**config.mk**
```make
export PLATFORM = sky130hd
export DESIGN_NAME = slowclk_compare
export DESIGN_NICKNAME = d
export VERILOG_FILES = /design/src/rtl/scmp_pkg.sv /design/src/rtl/scmp_edge_detect.sv /design/src/rtl/scmp_span_meter.sv /design/src/rtl/scmp_judge.sv /design/src/rtl/slowclk_compare.sv
export SDC_FILE = /design/constraint.sdc
export NUM_CORES = 1
export LEC_CHECK = 0
export ABC_AREA = 0
export ABC_CLOCK_PERIOD_IN_PS = 3200
export BUFFER_PORTS_ARGS = -buffer_cell sky130_fd_sc_hd__buf_4
export CORE_ASPECT_RATIO = 0.9
export CORE_UTILIZATION = 24
export CTS_BUF_LIST = sky130_fd_sc_hd__clkbuf_2
export DETAILED_ROUTE_END_ITERATION = 8
export GPL_TIMING_DRIVEN = 0
export HOLD_SLACK_MARGIN = 0.02
export PLACE_DENSITY = 0.47
export RECOVER_POWER = 50
export SETUP_SLACK_MARGIN = 0.2
export SYNTH_ARGS = -nofsm -noshare
export SYNTH_HDL_FRONTEND = slang
export SYNTH_SLANG_ARGS = --single-unit
```
**constraint.sdc**
```tcl
create_clock -name clk -period 3.2 [get_ports clk]
set_input_delay 0.64 -clock clk [delete_from_list [all_inputs] [get_ports clk]]
set_output_delay 0.64 -clock clk [all_outputs]
set_load 0.005 [all_outputs]
```
**src/rtl/scmp_pkg.sv**
```systemverilog
// Package: shared types of the slow-clock comparator.
// Assumes nothing; holds only enumerations used across the sub-blocks.
package scmp_pkg;

    // Which portion of a reference cycle a channel measures.
    typedef enum logic {
        SPAN_HIGH   = 1'b0,   // rising edge to falling edge
        SPAN_PERIOD = 1'b1    // rising edge to next rising edge
    } span_mode_e;

    // Held result of the most recent comparison.
    typedef enum logic [1:0] {
        VERDICT_NONE   = 2'd0,
        VERDICT_A_FAST = 2'd1,
        VERDICT_B_FAST = 2'd2,
        VERDICT_EQUAL  = 2'd3
    } verdict_e;

endpackage

```
**src/rtl/scmp_edge_detect.sv**
```systemverilog
// Module: scmp_edge_detect
// Brings one asynchronous slow reference into the clk domain through a
// STAGES-deep flop chain and emits single-cycle rise and fall pulses.
// Assumes the reference holds each level for more than STAGES+1 clk cycles.
module scmp_edge_detect #(
    parameter int unsigned STAGES = 2
) (
    input  logic clk,
    input  logic rst_n,
    input  logic async_i,
    output logic rise_o,
    output logic fall_o
);

    logic [STAGES-1:0] chain_q;
    logic [STAGES:0]   feed;
    logic              level;
    logic              prev_q;

    assign feed  = {chain_q, async_i};
    assign level = feed[STAGES];

    // Shift the raw input through the synchroniser chain.
    always_ff @(posedge clk) begin
        if (!rst_n) begin
            chain_q <= '0;
        end else begin
            chain_q <= feed[STAGES-1:0];
        end
    end

    // Remember the last synchronised level for edge detection.
    always_ff @(posedge clk) begin
        if (!rst_n) begin
            prev_q <= 1'b0;
        end else begin
            prev_q <= level;
        end
    end

    // Edge pulses are combinational from two registered levels.
    always_comb begin
        rise_o = level & ~prev_q;
        fall_o = ~level & prev_q;
    end

endmodule

```
**src/rtl/scmp_span_meter.sv**
```systemverilog
// Module: scmp_span_meter
// Counts clk cycles over one span of a synchronised reference (high phase or
// full period), latches the count when the span ends and raises a done flag
// that stays up until the comparator clears it. The count saturates.
// Assumes rise_i and fall_i never pulse in the same cycle and that mode_i
// is static outside reset.
module scmp_span_meter
    import scmp_pkg::*;
#(
    parameter int unsigned CNT_W = 16
) (
    input  logic             clk,
    input  logic             rst_n,
    input  span_mode_e       mode_i,
    input  logic             rise_i,
    input  logic             fall_i,
    input  logic             clear_i,
    output logic [CNT_W-1:0] count_o,
    output logic             done_o
);

    localparam logic [CNT_W-1:0] CNT_MAX = '1;
    localparam logic [CNT_W-1:0] CNT_ONE = {{(CNT_W-1){1'b0}}, 1'b1};

    logic [CNT_W-1:0] run_cnt_q;
    logic [CNT_W-1:0] held_q;
    logic             open_q;
    logic             done_q;
    logic             span_end;

    // A span ends on the edge that matches the mode, only if one is open.
    always_comb begin
        if (mode_i == SPAN_PERIOD) begin
            span_end = open_q & rise_i;
        end else begin
            span_end = open_q & fall_i;
        end
    end

    // Running counter: restart on rise, stop on high-phase end, else count up.
    always_ff @(posedge clk) begin
        if (!rst_n) begin
            run_cnt_q <= '0;
            open_q    <= 1'b0;
        end else if (rise_i) begin
            run_cnt_q <= CNT_ONE;
            open_q    <= 1'b1;
        end else if (span_end) begin
            run_cnt_q <= '0;
            open_q    <= 1'b0;
        end else if (open_q && (run_cnt_q != CNT_MAX)) begin
            run_cnt_q <= run_cnt_q + CNT_ONE;
        end
    end

    // Latch the finished count; later captures overwrite earlier ones.
    always_ff @(posedge clk) begin
        if (!rst_n) begin
            held_q <= '0;
        end else if (span_end) begin
            held_q <= run_cnt_q;
        end
    end

    // Capture flag: a new capture wins over a clear in the same cycle.
    always_ff @(posedge clk) begin
        if (!rst_n) begin
            done_q <= 1'b0;
        end else if (span_end) begin
            done_q <= 1'b1;
        end else if (clear_i) begin
            done_q <= 1'b0;
        end
    end

    assign count_o = held_q;
    assign done_o  = done_q;

endmodule

```
**src/rtl/scmp_judge.sv**
```systemverilog
// Module: scmp_judge
// Waits until both channels report a capture, then orders the two counts,
// stores a one-of-three verdict, pulses an event for one cycle and clears
// the capture flags. Assumes the counts are stable while their flags are up.
module scmp_judge
    import scmp_pkg::*;
#(
    parameter int unsigned CNT_W = 16
) (
    input  logic             clk,
    input  logic             rst_n,
    input  logic [CNT_W-1:0] count_a_i,
    input  logic [CNT_W-1:0] count_b_i,
    input  logic             done_a_i,
    input  logic             done_b_i,
    output logic             clear_o,
    output logic             a_fast_o,
    output logic             b_fast_o,
    output logic             equal_o,
    output logic             event_o
);

    verdict_e verdict_q;
    verdict_e verdict_next;
    logic     event_q;
    logic     both_ready;

    assign both_ready = done_a_i & done_b_i;
    assign clear_o    = both_ready;

    // Order the counts: a longer span means a lower frequency.
    always_comb begin
        if (count_a_i == count_b_i) begin
            verdict_next = VERDICT_EQUAL;
        end else if (count_a_i > count_b_i) begin
            verdict_next = VERDICT_B_FAST;
        end else begin
            verdict_next = VERDICT_A_FAST;
        end
    end

    // Hold the verdict between comparisons and pulse the event once.
    always_ff @(posedge clk) begin
        if (!rst_n) begin
            verdict_q <= VERDICT_NONE;
            event_q   <= 1'b0;
        end else begin
            event_q <= both_ready;
            if (both_ready) begin
                verdict_q <= verdict_next;
            end
        end
    end

    // Decode the stored verdict into the three exclusive outputs.
    always_comb begin
        a_fast_o = (verdict_q == VERDICT_A_FAST);
        b_fast_o = (verdict_q == VERDICT_B_FAST);
        equal_o  = (verdict_q == VERDICT_EQUAL);
        event_o  = event_q;
    end

endmodule

```
**src/rtl/slowclk_compare.sv**
```systemverilog
// Module: slowclk_compare
// Top of the slow reference clock comparator: two synchronised channels,
// each with an edge detector and a span meter, feeding one judge.
// Assumes clk is many times faster than either reference.
module slowclk_compare
    import scmp_pkg::*;
#(
    parameter int unsigned CNT_W       = 16,
    parameter int unsigned SYNC_STAGES = 2
) (
    input  logic clk,
    input  logic rst_n,
    input  logic ref_a_i,
    input  logic ref_b_i,
    input  logic full_period_i,
    output logic a_faster_o,
    output logic b_faster_o,
    output logic equal_o,
    output logic cmp_event_o
);

    localparam int unsigned NCH = 2;

    span_mode_e       span_mode;
    logic [NCH-1:0]   ref_vec;
    logic [NCH-1:0]   rise_vec;
    logic [NCH-1:0]   fall_vec;
    logic [NCH-1:0]   done_vec;
    logic [CNT_W-1:0] count_arr [NCH];
    logic             clear_all;

    assign span_mode = span_mode_e'(full_period_i);
    assign ref_vec   = {ref_b_i, ref_a_i};

    // One identical measurement channel per reference input.
    for (genvar ch = 0; ch < NCH; ch++) begin : g_chan
        scmp_edge_detect #(
            .STAGES (SYNC_STAGES)
        ) u_edge (
            .clk     (clk),
            .rst_n   (rst_n),
            .async_i (ref_vec[ch]),
            .rise_o  (rise_vec[ch]),
            .fall_o  (fall_vec[ch])
        );

        scmp_span_meter #(
            .CNT_W (CNT_W)
        ) u_meter (
            .clk     (clk),
            .rst_n   (rst_n),
            .mode_i  (span_mode),
            .rise_i  (rise_vec[ch]),
            .fall_i  (fall_vec[ch]),
            .clear_i (clear_all),
            .count_o (count_arr[ch]),
            .done_o  (done_vec[ch])
        );
    end

    scmp_judge #(
        .CNT_W (CNT_W)
    ) u_judge (
        .clk       (clk),
        .rst_n     (rst_n),
        .count_a_i (count_arr[0]),
        .count_b_i (count_arr[1]),
        .done_a_i  (done_vec[0]),
        .done_b_i  (done_vec[1]),
        .clear_o   (clear_all),
        .a_fast_o  (a_faster_o),
        .b_fast_o  (b_faster_o),
        .equal_o   (equal_o),
        .event_o   (cmp_event_o)
    );

endmodule

```
==> results of run 1 <==
==> through the flow <==
| stage | std cells | area (sq um) | total power [mW] |
|---|---|---|---|
| 5_1_grt | 620 | 4070 | 1.52 |
| 6_report | 620 | 4070 | 1.45 |
| 4_1_cts | 620 | 4100 | 1.48 |
| 3_3_place_gp | 604 | 4020 | 1.05 |
| 2_1_floorplan | 398 | 3710 | 1.03 |
| 3_5_place_dp | 604 | 4020 | 1.05 |
==> state kept, by name, summed over array words and instances, names as in the netlist <==
| name | flops |
|---|---|
| g_chan.u_meter.done_o | 2 |
| g_chan.u_edge.prev_q | 2 |
| g_chan.u_meter.count_o | 32 |
| g_chan.u_edge.chain_q | 4 |
| g_chan.u_meter.open_q | 2 |
| u_judge.verdict_q | 2 |
| g_chan.u_meter.run_cnt_q | 32 |
| u_judge.event_o | 1 |
==> where the power goes <==
part | total (mW) | switching (mW) | internal, mW
combinational | 0.0499 | 0.0318 | 0.0180
clock | 0.420 | 0.330 | 0.0908
sequential | 0.976 | 0.00775 | 0.968
==> final timing paths <==
path                               start                            to  slack [ns]
max          g_chan[1].u_edge.chain_q[1]  g_chan[1].u_meter.count_o[8]        0.90
min                              ref_a_i   g_chan[0].u_edge.chain_q[0]        0.32
max reg2reg  g_chan[1].u_edge.chain_q[1]  g_chan[1].u_meter.count_o[8]        0.90
min reg2reg  g_chan[1].u_edge.chain_q[0]   g_chan[1].u_edge.chain_q[1]        0.46
==> critical path, stage by stage, from the launching register on <==
cell,delay [ns]
dfxtp_1,0.37
and3b_1,0.17
o21ai_0,0.18
clkbuf_1,0.52
clkbuf_1,0.63
mux2i_1,0.27
nor2_1,0.07
==> layer usage <==
layer,global-route usage,vias up
li1,-,1438
met1,0.144,1321
met2,0.156,32
met3,0.0300,9
met4,0.0345,0
met5,0,-
==> synth_stat cells (2+ instances only) <==
cell type	number	area (sq um)
o2111ai_1	2	17.5
a31oi_1	4	25.0
buf_4	4	30.0
nor4b_2	2	30.0
nor4_2	4	50.1
xnor2_1	11	96.3
and3b_1	3	26.3
nand4_2	2	25.0
mux2i_1	34	340
nand4_1	5	31.3
o21ai_0	12	60.1
buf_2	2	10.0
o21ai_1	3	15.0
nor3_1	11	55.1
and3_1	6	37.5
xor2_1	7	61.3
and4_4	3	33.8
nor2b_1	4	25.0
nand2_2	2	12.5
clkbuf_1	6	22.5
nand3_1	8	40.0
ha_1	18	225
inv_1	19	71.3
buf_6	3	33.8
nor2_1	63	236
and4_1	6	52.6
nand2b_1	3	18.8
o211ai_1	2	15.0
nand2_1	16	60.1
or3_1	3	18.8
dfxtp_1	77	1540
a211oi_1	4	30.0
a21oi_1	17	85.1
and2_1	12	75.1
nor3b_1	4	30.0
==> logic make-up after synthesis <==
group / share of synthesized area
fa+ha+maj: 0.0607
flops: 0.416
compound gates: 0.0894
buf+inv: 0.0452
mux: 0.0917
xor+xnor: 0.0425
simple gates: 0.255
==> final cells by class <==
class / instances / area, sq um / share of cell area
Multi-Input combinational cell: 287 / 1990 / 0.490
Sequential cell: 77 / 1540 / 0.379
Tap cell: 198 / 248 / 0.0609
Buffer: 15 / 77.6 / 0.0191
Inverter: 19 / 71.3 / 0.0175
Timing Repair Buffer: 8 / 56.3 / 0.0138
Clock buffer: 9 / 45.0 / 0.0111
Clock inverter: 7 / 32.5 / 0.00800
==> results.sh, run 1 <==
export IMPL_status="finished, final reports clean"
export IMPL_cts_buffers=9
export IMPL_boundaryPins=9
export IMPL_seq_area_frac_synth=0.416
export IMPL_cp_max_fo=10
export IMPL_finalHoldViolations=0
export IMPL_utilization=0.272
export IMPL_drcViolationCount=0
export IMPL_maxSlewViolCount=0
export IMPL_required_ns=3.63
export IMPL_first_pass_iters=4
export IMPL_synth_edf_count=0
export IMPL_post_cts_buffers=0
export IMPL_core_area_sq_um=14900
export IMPL_period_share=0.718
export IMPL_top_layer="met4"
export IMPL_n_antenna_cell=0
export IMPL_drive_gt1_frac=0.107
export IMPL_fp_dieW_um=133
export IMPL_wl_met1_mm=4.04
export IMPL_clock_latency_ns=0.52
export IMPL_io_buffers=8
export IMPL_worstMarginPinSlew_ns=0.745
export IMPL_syn_nets=421
export IMPL_initial_core_util=0.249
export IMPL_dpl_worst_slack_ns=1.09
export IMPL_synth_area_sq_um=3710
export IMPL_overflow=0
export IMPL_areaGrowthSynthToFinish_pct=9.61
export IMPL_layout_commonest_cell="dfxtp_1"
export IMPL_grt_usage=0.105
export IMPL_ys_types=51
export IMPL_drtIter0Drc=146
export IMPL_cap_violations=0
export IMPL_cts_resized=0
export IMPL_finalCriticalPeriod_ns=2.30
export IMPL_drt_total_wl_mm=7.60
export IMPL_die_h_um=120
export IMPL_dr_wl_met2_mm=3.20
export IMPL_ant_nets=0
export IMPL_ir_drop_v=0.000222
export IMPL_ys_ff_latch=77
export IMPL_setup_ws_ns=0.902
export IMPL_path_clk_slew_ns=0.22
export IMPL_ctsRootBufferMaster="clkbuf_2"
export IMPL_async_reset_ff_frac=0
export IMPL_holdPathStages=2
export IMPL_cts_max_level=3
export IMPL_layout_common_cells="77 x dfxtp_1, 63 x nor2_1, 34 x mux2i_1"
export IMPL_dr_wl_met3_um=260
export IMPL_ys_flop_type="dfxtp_1"
export IMPL_crit_arrival_ns=2.73
export IMPL_grt_start_max_net_pins=13
export IMPL_worstSetupEndpointType="flop"
export IMPL_clock_skew_ns=0.0213
export IMPL_cts_num_sinks=77
export IMPL_critical_path_class="flop to flop"
export IMPL_whs_ns=0.319
export IMPL_post_drt_wl_per_cell_um=12.3
export IMPL_grt_pass1_vias=2728
export IMPL_gp_congestion=0.760
export IMPL_cp_start_kind="flop"
export IMPL_hold_class="primary input to flop"
export IMPL_ys_warn_count=0
export IMPL_cts_buffer_depth=2
export IMPL_rsz0062_at_grt="no"
export IMPL_syn_area_per_cell_sq_um=9.32
export IMPL_dp_final_hpwl_mm=5.75
export IMPL_viasPerCell=4.52
export IMPL_power_leakage_nw=1.65
export IMPL_rows=42
export IMPL_dieArea_sq_um=16000
export IMPL_max_freq_mhz=435
export IMPL_ctsHoldBuffers=0
export IMPL_setup_viol=0
export IMPL_grt_pass1_wl_mm=13.2
export IMPL_synthCells=398
export IMPL_fill_cells=1622
export IMPL_max_slew_margin=0.503
export IMPL_worstRegToRegCells=6
export IMPL_p_per_area_nw_per_um2=356
export IMPL_fin_nets=440
export IMPL_antenna_found_initial=0
export IMPL_cts_tree="yes"
export IMPL_tns_ns=0
export IMPL_dr_total_vias=2800
No activity file was read; power rests on OpenSTA's default activity.
==> run 2: changes to the inputs <==
--- a/config.mk
+++ b/config.mk
@@ -6,7 +6,7 @@
 export NUM_CORES = 1
 export LEC_CHECK = 0
 export ABC_AREA = 0
-export ABC_CLOCK_PERIOD_IN_PS = 3200
+export ABC_CLOCK_PERIOD_IN_PS = 2300
 export BUFFER_PORTS_ARGS = -buffer_cell sky130_fd_sc_hd__buf_4
 export CORE_ASPECT_RATIO = 0.9
 export CORE_UTILIZATION = 24
==> constraint.sdc (replaced) <==
create_clock -name clk -period 2.3 [get_ports clk]
set_input_delay 0.46 -clock clk [delete_from_list [all_inputs] [get_ports clk]]
set_output_delay 0.46 -clock clk [all_outputs]
set_load 0.005 [all_outputs]
==> run 2 against run 1 <==
  * Sequential share of layout area about the same
  * Critical path type unchanged
  * Setup slack got worse by 0.60 ns
  * Via count hardly changed
  * Critical path depth rose by 1
  * Maximum frequency increased by 15%
  * Clock skew decreased by 0.00065 ns
  * Routed wire length grew 0.16%
  * Largest cell class unchanged
  * Non-clock buffer count did not move
  * Count of clock-buffer cells in the layout stayed put
  * Sequential power grew 39%
==> results.sh, run 2 (synthesis results as in run 1) <==
export IMPL_place_area_sq_um=4020
export IMPL_clock_skew_ns=0.0206
export IMPL_status="finished, final reports clean"
export IMPL_post_cts_buffers=0
export IMPL_critical_path_class="flop to flop"
export IMPL_clock_latency_ns=0.53
export IMPL_pwr_share_seq=0.674
export IMPL_max_freq_mhz=501
export IMPL_cts_num_sinks=77
export IMPL_ir_drop_v=0.000309
export IMPL_worst_path_largest_cell_delay_ns=0.42
export IMPL_startpoint="g_chan[1].u_meter.count_o[9]"
export IMPL_hold_class="primary input to flop"
export IMPL_holdCritStartpoint="ref_a_i"
export IMPL_n_antenna_cell=0
export IMPL_cp_max_fo=3
export IMPL_first_pass_iters=4
export IMPL_worstRegToRegCells=7
export IMPL_core_area_sq_um=14900
export IMPL_grt_pass1_vias=2728
export IMPL_rr_startpoint="g_chan[1].u_meter.count_o[9]"
export IMPL_die_h_um=120
export IMPL_rr_endpoint="u_judge.verdict_q[1]"
export IMPL_top_layer="met4"
export IMPL_layout_commonest_cell="dfxtp_1"
export IMPL_maxSlewViolCount=0
export IMPL_holdPathStages=2
export IMPL_slowest_stage="a2111o_1"
export IMPL_io_buffers=8
export IMPL_switchingPower_mw=0.516
export IMPL_fin_area_sq_um=4070
export IMPL_grt_usage=0.105
export IMPL_grt_start_max_net_pins=13
export IMPL_dp_final_hpwl_mm=5.75
export IMPL_min_to="g_chan[0].u_edge.chain_q[0]"
export IMPL_dr_wl_met3_um=265
export IMPL_cap_violations=0
export IMPL_power_total_mw=2.01
export IMPL_dieArea_sq_um=16000
export IMPL_finalHoldViolations=0
export IMPL_antenna_found_initial=0
export IMPL_tns_ns=0
export IMPL_fin_nets=440
export IMPL_required_ns=2.73
export IMPL_whs_ns=0.140
export IMPL_crit_arrival_ns=2.42
export IMPL_wl_met1_mm=4.06
export IMPL_drtIter0Drc=135
export IMPL_worstMarginPinSlew_ns=0.471
export IMPL_cts_max_level=3
export IMPL_clock_power_share=0.291
export IMPL_period_share=0.867
export IMPL_p_int_mw=1.50
export IMPL_rows=42
export IMPL_swShare=0.256
export IMPL_dr_total_vias=2801
export IMPL_post_drt_wl_per_cell_um=12.3
export IMPL_grt_pass1_wl_mm=13.2
export IMPL_drt_total_wl_mm=7.61
export IMPL_reg2reg_slack_ns=0.31
export IMPL_drive_gt1_frac=0.118
export IMPL_setup_viol=0
export IMPL_cp_start_kind="flop"
export IMPL_drcViolationCount=0
export IMPL_areaGrowthSynthToFinish_pct=9.81
export IMPL_cts_buffer_depth=2
export IMPL_fp_dieW_um=133
export IMPL_power_leakage_nw=1.66
export IMPL_overflow=0
export IMPL_dr_wl_met2_mm=3.19
export IMPL_ctsRootBufferMaster="clkbuf_2"
export IMPL_cts_buffers=9
export IMPL_rsz0062_at_grt="no"
export IMPL_viasPerCell=4.52
export IMPL_max_slew_margin=0.686
export IMPL_initial_core_util=0.249
export IMPL_cts_tree="yes"
export IMPL_boundaryPins=9
export IMPL_worstSetupEndpointType="flop"
export IMPL_path_clk_slew_ns=0.22
export IMPL_crit_chain="inv_1, ha_1, and4_1, nand3_1, a21oi_1, a2111o_1, o221a_2"
export IMPL_gp_congestion=0.760
export IMPL_p_per_area_nw_per_um2=495
export IMPL_p_comb_frac=0.034
export IMPL_ant_nets=0
export IMPL_layout_common_cells="75 x dfxtp_1, 63 x nor2_1, 34 x mux2i_1"
export IMPL_finalCriticalPeriod_ns=1.99
## run 2: how the worst max path moves through the flow
stage                                               end  slack (ns)  cells past startpoint
after global placement             u_judge.verdict_q[1]        0.36                      7
after CTS                          u_judge.verdict_q[1]        0.29                      7
final                              u_judge.verdict_q[1]        0.31                      7
after floorplan                    u_judge.verdict_q[1]        0.56                      7
after global routing      g_chan[0].u_meter.count_o[14]        0.12                      6
after detailed placement           u_judge.verdict_q[1]        0.33                      7
## run 2: what timing repair did
item                                    4_1_cts  5_1_grt
resized for setup                             0        2
endpoints found under the hold margin         0        0
endpoints found under the setup margin        0        1
hold buffers                                  0        0
## run 2: routing by layer
layer  vias to the layer above  global-route usage
li1                       1436                   -
met3                         9              0.0300
met4                         0              0.0345
met1                      1320               0.144
met5                         -                   0
met2                        36               0.156
## run 2: cell type report
class,count,area (sq um)
fill,1617,10900
timing repair buffer,8,56.3
multi-input combinational,287,1990
clock buffer,9,45.0
buffer,15,82.6
clock inverter,7,32.5
inverter,19,71.3
sequential,77,1540
tap,198,248
## run 2: per-stage QoR
stage	worst slack (ns)	utilization	std cells
final	0.305	0.273	620
after global routing	0.122	0.273	620
after CTS	0.291	0.274	620
after detailed placement	0.327	0.269	604
after global placement	0.362	0.269	604
after floorplan	0.559	-	398
## run 2: critical path: cells and delay by family, from the launching register on
kind / cells / cell delay [ns]
AO/OA/AOI/OAI: 3 / 0.76
AND/OR/NAND/NOR: 2 / 0.42
flip-flops: 1 / 0.38
adder cells (fa/ha/maj): 1 / 0.30
buffers and inverters: 1 / 0.05
## run 2: power groups by stage
stage	Combinational (mW)	Sequential, mW	Clock (mW)
3_3_place_gp	0.0712	1.39	0
4_1_cts	0.0729	1.36	0.626
2_1_floorplan	0.0486	1.38	0
3_5_place_dp	0.0725	1.39	0
5_1_grt	0.0799	1.36	0.671
6_report	0.0695	1.36	0.587
